===== src/rtl/fcmp_pkg.sv =====
package fcmp_pkg;

    localparam int SP_EXP_W = 8;
    localparam int SP_FRC_W = 23;
    localparam int DP_EXP_W = 11;
    localparam int DP_FRC_W = 52;
    localparam int OPND_W   = 1 + DP_EXP_W + DP_FRC_W;
    localparam int MAG_W    = DP_EXP_W + DP_FRC_W;

    typedef enum logic [1:0] {
        REL_EQ = 2'd0,
        REL_LT = 2'd1,
        REL_GT = 2'd2,
        REL_UN = 2'd3
    } rel_e;

    typedef struct packed {
        logic n;
        logic z;
        logic c;
        logic v;
    } nzcv_t;

    typedef struct packed {
        logic             is_nan;
        logic             is_snan;
        logic             is_zero;
        logic             sign;
        logic [MAG_W-1:0] mag;
    } opnd_info_t;

    typedef enum logic {
        ST_IDLE = 1'b0,
        ST_DONE = 1'b1
    } ctl_state_e;

endpackage


===== src/rtl/fcmp_classify.sv =====
module fcmp_classify
    import fcmp_pkg::*;
#(
    parameter int EXP_W = 8,
    parameter int FRC_W = 23
) (
    input  logic [EXP_W+FRC_W:0] raw_i,
    output opnd_info_t           info_o
);
    localparam int LOC_MAG_W = EXP_W + FRC_W;

    logic [EXP_W-1:0] exp_f;
    logic [FRC_W-1:0] frc_f;
    logic             exp_ones;
    logic             frc_nz;

    assign exp_f    = raw_i[LOC_MAG_W-1:FRC_W];
    assign frc_f    = raw_i[FRC_W-1:0];
    assign exp_ones = &exp_f;
    assign frc_nz   = |frc_f;

    always_comb begin
        info_o.sign    = raw_i[LOC_MAG_W];
        info_o.is_nan  = exp_ones && frc_nz;
        info_o.is_snan = exp_ones && frc_nz && !frc_f[FRC_W-1];
        info_o.is_zero = (exp_f == '0) && !frc_nz;
    end

    generate
        if (LOC_MAG_W < MAG_W) begin : g_pad
            assign info_o.mag = {{(MAG_W-LOC_MAG_W){1'b0}}, raw_i[LOC_MAG_W-1:0]};
        end else begin : g_full
            assign info_o.mag = raw_i[LOC_MAG_W-1:0];
        end
    endgenerate

endmodule


===== src/rtl/fcmp_order.sv =====
module fcmp_order
    import fcmp_pkg::*;
(
    input  opnd_info_t x_i,
    input  opnd_info_t y_i,
    output rel_e       rel_o
);
    logic mag_gt;
    logic mag_eq;

    assign mag_gt = x_i.mag > y_i.mag;
    assign mag_eq = x_i.mag == y_i.mag;

    always_comb begin
        if (x_i.is_nan || y_i.is_nan) begin
            rel_o = REL_UN;
        end else if (x_i.is_zero && y_i.is_zero) begin
            rel_o = REL_EQ;
        end else if (x_i.sign != y_i.sign) begin
            rel_o = x_i.sign ? REL_LT : REL_GT;
        end else if (mag_eq) begin
            rel_o = REL_EQ;
        end else if (x_i.sign) begin
            rel_o = mag_gt ? REL_LT : REL_GT;
        end else begin
            rel_o = mag_gt ? REL_GT : REL_LT;
        end
    end

endmodule


===== src/rtl/fcmp_encode.sv =====
module fcmp_encode
    import fcmp_pkg::*;
(
    input  rel_e  rel_i,
    input  logic  snan_any_i,
    input  logic  sig_mode_i,
    output nzcv_t flags_o,
    output logic  inv_o
);
    always_comb begin
        flags_o = '0;
        inv_o   = 1'b0;
        unique case (rel_i)
            REL_EQ: begin
                flags_o.z = 1'b1;
                flags_o.c = 1'b1;
            end
            REL_LT: flags_o.n = 1'b1;
            REL_GT: flags_o.c = 1'b1;
            REL_UN: begin
                flags_o.c = 1'b1;
                flags_o.v = 1'b1;
                inv_o     = sig_mode_i || snan_any_i;
            end
            default: flags_o = '0;
        endcase
    end

endmodule


===== src/rtl/fcmp_nzcv_top.sv =====
module fcmp_nzcv_top
    import fcmp_pkg::*;
(
    input  logic        clk_i,
    input  logic        rst_ni,
    input  logic        req_i,
    input  logic        fmt_dbl_i,
    input  logic        sig_mode_i,
    input  logic [63:0] opa_i,
    input  logic [63:0] opb_i,
    output logic        vld_o,
    output logic [3:0]  flags_o,
    output logic        inv_o
);
    localparam int SP_W = 1 + SP_EXP_W + SP_FRC_W;
    localparam int N_OP = 2;

    logic [OPND_W-1:0] raw [N_OP];
    opnd_info_t        sp_info [N_OP];
    opnd_info_t        dp_info [N_OP];
    opnd_info_t        sel_info [N_OP];

    assign raw[0] = opa_i;
    assign raw[1] = opb_i;

    generate
        for (genvar k = 0; k < N_OP; k++) begin : g_op
            fcmp_classify #(.EXP_W(SP_EXP_W), .FRC_W(SP_FRC_W)) u_sp (
                .raw_i  (raw[k][SP_W-1:0]),
                .info_o (sp_info[k])
            );
            fcmp_classify #(.EXP_W(DP_EXP_W), .FRC_W(DP_FRC_W)) u_dp (
                .raw_i  (raw[k]),
                .info_o (dp_info[k])
            );
            assign sel_info[k] = fmt_dbl_i ? dp_info[k] : sp_info[k];
        end
    endgenerate

    rel_e  rel;
    nzcv_t flags_d;
    logic  inv_d;

    fcmp_order u_order (
        .x_i   (sel_info[0]),
        .y_i   (sel_info[1]),
        .rel_o (rel)
    );

    fcmp_encode u_enc (
        .rel_i      (rel),
        .snan_any_i (sel_info[0].is_snan || sel_info[1].is_snan),
        .sig_mode_i (sig_mode_i),
        .flags_o    (flags_d),
        .inv_o      (inv_d)
    );

    ctl_state_e state_q, state_d;

    always_comb begin
        state_d = state_q;
        unique case (state_q)
            ST_IDLE: state_d = req_i ? ST_DONE : ST_IDLE;
            ST_DONE: state_d = req_i ? ST_DONE : ST_IDLE;
            default: state_d = ST_IDLE;
        endcase
    end

    always_ff @(posedge clk_i) begin
        if (!rst_ni) begin
            state_q <= ST_IDLE;
        end else begin
            state_q <= state_d;
        end
    end

    nzcv_t flags_q;
    logic  inv_q;

    always_ff @(posedge clk_i) begin
        if (!rst_ni) begin
            flags_q <= '0;
            inv_q   <= 1'b0;
        end else if (req_i) begin
            flags_q <= flags_d;
            inv_q   <= inv_d;
        end
    end

    assign vld_o   = (state_q == ST_DONE);
    assign flags_o = flags_q;
    assign inv_o   = inv_q;

endmodule


===== config.mk =====
export PLATFORM = sky130hd
export DESIGN_NAME = fcmp_nzcv_top
export DESIGN_NICKNAME = d
export VERILOG_FILES = /design/src/rtl/fcmp_pkg.sv /design/src/rtl/fcmp_classify.sv /design/src/rtl/fcmp_order.sv /design/src/rtl/fcmp_encode.sv /design/src/rtl/fcmp_nzcv_top.sv
export SDC_FILE = /design/constraint.sdc
export NUM_CORES = 1
export LEC_CHECK = 0
export ABC_AREA = 1
export BUFFER_PORTS_ARGS = -buffer_cell sky130_fd_sc_hd__buf_2
export CORE_MARGIN = 4
export CORE_UTILIZATION = 53
export DETAILED_ROUTE_END_ITERATION = 10
export PLACE_DENSITY = 0.88
export REMOVE_ABC_BUFFERS = 1
export SYNTH_ARGS = -nofsm -noshare
export SYNTH_HDL_FRONTEND = slang
export SYNTH_SLANG_ARGS = --single-unit

===== constraint.sdc =====
create_clock -name clk_i -period 8.69 [get_ports clk_i]
set_clock_uncertainty 0.1 [all_clocks]
set_input_delay 2.607 -clock clk_i [delete_from_list [all_inputs] [get_ports clk_i]]
set_output_delay 2.607 -clock clk_i [all_outputs]
set_load 0.005 [all_outputs]

* Yosys cells after proc, flatten, opt, wreduce, memory -nomap -nowiden *
Cells that the tools add are included.

word-level totals
  flip-flop bits (word level) = 6
  bits in latches = 0
  RAM bits = 0
  memory bits (read-only) = 0
  output and inout port bits = 6
  memories kept = 0

operators by class
  add/subtract/negate cells = 0
  multipliers = 0
  divide/modulo/power cells = 0
  $lt $le $gt $ge = 1
  equality and inequality tests = 5
  shift operators = 0
  mux-type cells = 16
  bitwise logic cells = 0
  reductions and logical operators = 38

operators with widths
  operator                                                          number
  67-bit two-way mux                                                2
  52-bit OR reduction                                               2
  63-bit == test                                                    1
  63-bit > comparator                                               1
  23-bit OR reduction                                               2
  11-bit zero test                                                  2
  11-bit AND reduction                                              2
  8-bit zero test                                                   2
  2-bit two-way mux                                                 8
  8-bit AND reduction                                               2
  1-bit logical AND                                                 13
  1-bit zero test                                                   8
  1-bit two-way mux                                                 6
  2-bit == test (second input constant)                             2
  1-bit logical OR                                                  3
  3-bit OR reduction                                                1
  2-bit by 1-bit == test with 1-bit output (second input constant)  1
  2-bit zero test                                                   1
  1-bit inequality test                                             1

* Longest topological paths before layout *
Gate-level depths: netlist of run 1.

  depth after elaboration = 14
  depth in mapped cells = 26
  mapped depth without buffers = 23

* Hierarchy *
Synthesis of run 1 repeated with hierarchy kept, for this count alone.

second synthesis, totals
  cell total of the unflattened synthesis = 1,266
  area total of the unflattened synthesis = 6,722.7 um^2

modules (own cells, without submodules)
  module                            instances  cells each  area each (um^2)  seq. area each (um^2)
  fcmp_nzcv_top                     1          473         2,004.4           120.1
  fcmp_order                        1          339         1,980.6           0.0
  fcmp_classify (g_op[0].u_dp ...)  2          126         737.0             0.0
  fcmp_classify (g_op[0].u_sp ...)  2          97          615.6             0.0
  fcmp_encode                       1          8           32.5              0.0

* Worst setup path after synthesis of run 1 *
No wires, ideal clock.

  path type = in2reg
  from = input port fmt_dbl_i
  to = register flags_q (netlist bit flags_o[1])
  setup time = 0.109 ns
  arrival time = 4.782 ns
  required time = 8.481 ns
  setup slack = 3.700 ns
  stages = 20
  buffers on the path = 3
  cell sequence = buf_6 > clkbuf_1 > clkbuf_1 > nand2_1 > ha_1 > nand2_2 > nor4_1 > nand2_1 > nor3_2 > nand2_1 > nand2_1 > nand2_1 > nand2_1 > nand2_1 > nand2_1 > nand2_1 > nand2_1 > nand3_1 > nand2_1 > inv_1

between the ends
  cells in the longest elaborated chain, start to end = 11

RTL lines
  item                                                     line                                source
  start, declared                                          fcmp_nzcv_top.sv:7                  input logic fmt_dbl_i,
  67-bit two-way mux                                       fcmp_nzcv_top.sv:36                 assign sel_info[k] = fmt_dbl_i ? dp_info[k] : sp_info[k];
  63-bit > comparator                                      fcmp_order.sv:11                    assign mag_gt = x_i.mag > y_i.mag;
  2-bit two-way mux (on tied branches)                     fcmp_order.sv:26, fcmp_order.sv:24
  2-bit two-way mux                                        fcmp_order.sv:23                    end else if (x_i.sign) begin
  2-bit two-way mux                                        fcmp_order.sv:21                    end else if (mag_eq) begin
  2-bit two-way mux                                        fcmp_order.sv:19                    end else if (x_i.sign != y_i.sign) begin
  2-bit two-way mux                                        fcmp_order.sv:17                    end else if (x_i.is_zero && y_i.is_zero) begin
  2-bit two-way mux *                                      fcmp_order.sv:15                    if (x_i.is_nan || y_i.is_nan) begin
  2-bit == test / 2-bit zero test (equally long branches)  fcmp_encode.sv:13                   unique case (rel_i)
  3-bit OR reduction (no line) *                           --
  1-bit two-way mux *                                      fcmp_encode.sv:13
  end signal, assigned                                     fcmp_nzcv_top.sv:85                 flags_q <= flags_d;
  end, declared                                            fcmp_nzcv_top.sv:77                 nzcv_t flags_q;

Every way passes the cells marked *; elsewhere a longest branch is shown, timed or not.
A chain may end at the register's enable or synchronous reset.

* Worst setup path in the final report of run 1 *
Same ends and word-level chain as after synthesis.

==> results.cfg, run 1 <==
[global_routing]
overflow = 0
grt_max_degree = 73
grt_pass1_wl_um = 16900
grt_pass1_vias = 4027
antenna_found_initial = 0
track_usage = 0.274

[detailed_routing]
wl_um = 10100
final_antenna_net_count = 0
via_per_inst = 5.46
drtIter0Drc = 252
drcViolationCount = 0
drt_pass1_iterations = 5
vias = 4229
wire_per_inst_um = 13.1

[synthesis]
netlist_instances = 570
yosysUniqueCellTypes = 32
ys_ff_latch = 6
synth.most_common_cell = nand2_1
synth-xor-area-share = 0
yosys_warnings = 0
yosysTopAreaCell = ha_1
synth_fa_ha_area_frac = 0.250
synthFlopType = dfxtp_1
yosysSeqAreaShare = 0.0382
synthTopCellsByArea = ha_1, nand2_1, inv_1, nand4_1, nor4_1
synth_compound_area_frac = 0.0660
synth_edf_count = 0
synthArstFlopShare = 0
synth_top_area_frac = 0.250
avgSynthCellArea_um2 = 5.52
netlist_top_cells_count = nand2_1, inv_1, ha_1
synth_mux_area_frac = 0.00318
syn-cell-area_um2 = 3150
synth_top_family_by_area = simple AND/OR/NAND/NOR gates
yosys.area_share.simple = 0.501

[die]
fp.dieW_um = 85.1
core_um2 = 5640
start_util = 0.558
die_area_um2 = 7230
io_pins = 139
rows = 27
die_y_um = 85.1

[worst_setup_path]
crit_path_end_kind = flop
rr_endpoint = flags_o[1]
worstPathMaxFanout = 72
rrSetupSlack_ns = 7.93
startpoint_type = primary input
r2r-start = flags_o[1]
crit_end = flags_o[1]
path_class = primary input to flop
critical_path_required_ns = 8.71
arrival_ns = 5.39
cp-startpoint = fmt_dbl_i
rr_worst_depth = 4

[place]
dp_hpwl_um = 8940
gp_congestion = 0.956
port_buffers = 138
pre_cts_slack_ns = 3.14

[timing]
hold_viol_final = 0
slew_viol_final = 0
final-setup-viol-count = 0
worst_slack_ns = 3.32
min_period_ns = 5.37
finalCritPeriodShare = 0.618
maxSlewHeadroom = 0.212
fmax_ghz = 0.186
rsz0062_at_grt = false
tns_ns = 0
tightest_slew_ns = 1.18

[hold_path]
min_path_type = flop to flop

[layout]
drive_above_1_share = 0.228
antenna_cells = 0
fillCellCount = 548
syn_to_final_growth_pct = 24.9
regArea_um2 = 120
fin_nets = 901
multiInputGateArea_um2 = 2580

[clock_network]
cts.htree.levels = 1
numCtsBuffers = 3
cts_sinks = 6
hold_buffers = 0
cts_tree = built
ctsRootBufferMaster = clkbuf_8
insertion_delay_ns = 0.23
cts.path.max_buffers = 2
cts_setup_buffers = 0
path_clk_slew_ns = 0.04
ctsResizeCount = 0

[power_and_ir_drop]
peakVddDrop_mv = 0.0437
power_density_nw_per_um2 = 63.8
power.leakage_uw = 0.00245

[run_status]
status = complete, no violations

[job]
cap_violations = 0
[where the power goes]
group / leakage, uW / switching (uW) / internal (uW)
clock: 0.0000216 / 14.2 / 30.0
combinational: 0.00238 / 106 / 70.7
sequential: 0.0000494 / 0.838 / 29.5
[critical path: stages]
cell,delay [ns]
buf_2,0.87
nand2_1,0.15
ha_1,0.36
nand2_1,0.13
nor2_1,0.12
nand3_1,0.12
nor2_2,0.14
nand2_1,0.06
nor2_1,0.09
nand2_1,0.06
nand2_1,0.07
nand3_1,0.09
nand3_1,0.10
nand2_1,0.05
nand2_1,0.05
nand2_1,0.06
nand2_2,0.07
nand3_1,0.06
nand2_1,0.06
inv_1,0.04
[per-stage QoR]
step	std cells	hold WS (ns)	utilization	power, uW	cell area, um^2
2_1_floorplan	562	0.355	-	130	3110
3_3_place_gp	772	0.355	0.690	200	3890
3_5_place_dp	772	0.359	0.690	205	3890
4_1_cts	775	0.366	0.697	250	3930
5_1_grt	775	0.374	0.697	278	3930
6_report	775	0.379	0.697	251	3930
[cells by family (layout without fill, tap and decap cells)]
| kind of cell | count (synthesis) | after routing |
|---|---|---|
| AOI/OAI and AO/OA | 38 | 38 |
| adders and majority gates | 63 | 63 |
| buffers and inverters | 116 | 249 |
| DFF | 6 | 6 |
| muxes | 1 | 1 |
| and+or+nand+nor | 346 | 346 |
[sequential cells by signal, indices dropped and copies added, names as in the netlist]
register  flops
flags_o       4
inv_o         1
vld_o         1
[layout make-up]
class	count	share of cell area
Multi-Input combinational cell	448	0.657
Timing Repair Buffer	138	0.176
Inverter	108	0.103
Sequential cell	6	0.0306
Tap cell	72	0.0229
Clock buffer	3	0.0105
[per-layer routing]
| layer | global-route usage | wire [um] | up-vias |
|---|---|---|---|
| met3 | 0.0320 | 818 | 36 |
| met4 | 0.0791 | 318 | 0 |
| li1 | - | - | 2141 |
| met5 | 0 | 0 | - |
| met1 | 0.330 | 4140 | 1856 |
| met2 | 0.504 | 4860 | 196 |
[how the worst min path moves through the flow]
stage / startpoint / end / slack, ns / cells after the start
3_3_place_gp: inv_o / inv_o / 0.35 / 2
4_1_cts: inv_o / inv_o / 0.37 / 2
2_1_floorplan: flags_o[2] / flags_o[2] / 0.36 / 2
5_1_grt: inv_o / inv_o / 0.37 / 2
6_report: inv_o / inv_o / 0.38 / 2
3_5_place_dp: inv_o / inv_o / 0.36 / 2
[cell usage in the layout, fill, tap and decap left out, types with 2 or more instances in the layout]
master | Yosys | final
nand2_2 | 2 | 2
nor3_1 | 14 | 14
buf_2 | 0 | 138
o21ai_0 | 3 | 3
nor2_1 | 39 | 39
nor4_1 | 26 | 26
clkbuf_8 | 0 | 3
inv_2 | 4 | 4
nor2_2 | 3 | 3
nand3_1 | 28 | 28
ha_1 | 63 | 63
a21oi_1 | 26 | 26
nand3b_1 | 2 | 2
nand2_1 | 195 | 195
a21o_1 | 2 | 2
inv_1 | 103 | 103
nand4_1 | 26 | 26
nor3_2 | 4 | 4
o21a_1 | 2 | 2
o21ai_1 | 3 | 3
dfxtp_1 | 6 | 6
Note: power is estimated with default switching activity, not from simulation.
==> run 2, diff against run 1 <==
CORE_UTILIZATION = 50   (was 53)
PLACE_DENSITY = 0.84   (was 0.88)
clock period = 5 ns   (was 8.69 ns; I/O delays follow)
==> results.cfg, run 2 (synthesized netlist as in run 1, its figures left out) <==
[run_status]
status = complete, no violations

[layout]
drive_above_1_share = 0.231
fin_nets = 904
final_util = 0.657
antenna_cells = 0
final_common_cell = nand2_1
most-common-layout-cells = nand2_1, buf_2, inv_1
syn_to_final_growth_pct = 25.8
largest_reg_flops = 4

[worst_setup_path]
worstPathMaxFanout = 30
critical_path_required_ns = 5.02
path_class = primary input to flop
startpoint_type = primary input
arrival_ns = 3.97
crit_path_end_kind = flop

[timing]
min_period_ns = 3.95
maxSlewHeadroom = 0.689
worst_slack_ns = 1.05
fmax_ghz = 0.253
tns_ns = 0
final-setup-viol-count = 0
tightest_slew_ns = 0.462
hold_viol_final = 0
finalCritPeriodShare = 0.790
slew_viol_final = 0
rsz0062_at_grt = false

[detailed_routing]
wire_per_inst_um = 13.2
drtIter0Drc = 276
final_antenna_net_count = 0
vias = 4229
wl_um = 10300
drcViolationCount = 0
via_per_inst = 5.41
drt_pass1_iterations = 6

[power_and_ir_drop]
power_uw = 438
peakVddDrop_mv = 0.152
power.leakage_uw = 0.00246
power_density_nw_per_um2 = 111

[clock_network]
cts.path.max_buffers = 2
hold_buffers = 0
cts_sinks = 6
insertion_delay_ns = 0.22
cts_setup_buffers = 0
path_clk_slew_ns = 0.04
numCtsBuffers = 3
cts_tree = built
cts.htree.levels = 1
ctsResizeCount = 0
ctsRootBufferMaster = clkbuf_8

[die]
rows = 28
die_y_um = 87.3
die_area_um2 = 7630
start_util = 0.522
fp.dieW_um = 87.3
core_um2 = 6030
io_pins = 139

[global_routing]
grt_pass1_vias = 3869
grt_max_degree = 31
overflow = 0
track_usage = 0.252
antenna_found_initial = 0
grt_pass1_wl_um = 16200

[hold_path]
min_path_type = flop to flop

[place]
dp_hpwl_um = 9190
gp_congestion = 1.02
pre_cts_slack_ns = 0.864
port_buffers = 138

[job]
cap_violations = 0
-- run 2: through the flow --
stage                     instance area (um^2)  hold slack [ns]  cells
after floorplan                           3110            0.355    562
after global placement                    3920            0.354    778
after detailed placement                  3920            0.371    778
after CTS                                 3960            0.376    781
after global routing                      3960            0.391    781
final                                     3960            0.374    781
-- run 2: worst max-delay path, cell delays in order --
cell and delay [ns]:
buf_2 0.26, buf_4 0.33, nand2_1 0.09, ha_1 0.30, nand2_1 0.16, nor2_1 0.14, nand3_1 0.12, nor2_2 0.14
nand3_1 0.09, nand2_1 0.08, nor2_1 0.05, nand2_1 0.08, nand3_1 0.09, nand3_1 0.09, nand2_1 0.05, nand2_1 0.07
nand2_1 0.06, nand2_2 0.07, nand3_1 0.08, nand2_1 0.07, inv_1 0.03
-- run 2: routing by layer --
metal | vias up | wire length, um | track usage
met3 | 28 | 769 | 0.00851
met1 | 1866 | 4220 | 0.309
met2 | 188 | 5130 | 0.480
li1 | 2147 | - | -
met5 | - | 0 | 0
met4 | 0 | 204 | 0.0558
-- run 2: cell type report --
type	count	area, um^2
Clock buffer	3	41.3
Fill cell	582	2070
Tap cell	75	93.8
Inverter	108	405
Timing Repair Buffer	141	713
Multi-Input combinational cell	448	2580
Sequential cell	6	120
-- run 2: power breakdown --
part | leakage [uW] | total, uW | switching, uW | internal (uW)
Combinational | 0.00239 | 311 | 187 | 125
Clock | 0.0000216 | 74.5 | 22.6 | 51.9
Sequential | 0.0000494 | 52.7 | 1.34 | 51.3
-- run 2: worst paths after layout --
| check | slack (ns) | from | depth (start not counted) | to |
|---|---|---|---|---|
| setup / recovery | 1.05 | fmt_dbl_i | 21 | flags_o[1] |
| hold reg to reg | 0.37 | flags_o[0] | 2 | flags_o[0] |
| setup reg to reg | 4.23 | flags_o[1] | 4 | flags_o[1] |
| hold / removal | 0.37 | flags_o[0] | 2 | flags_o[0] |
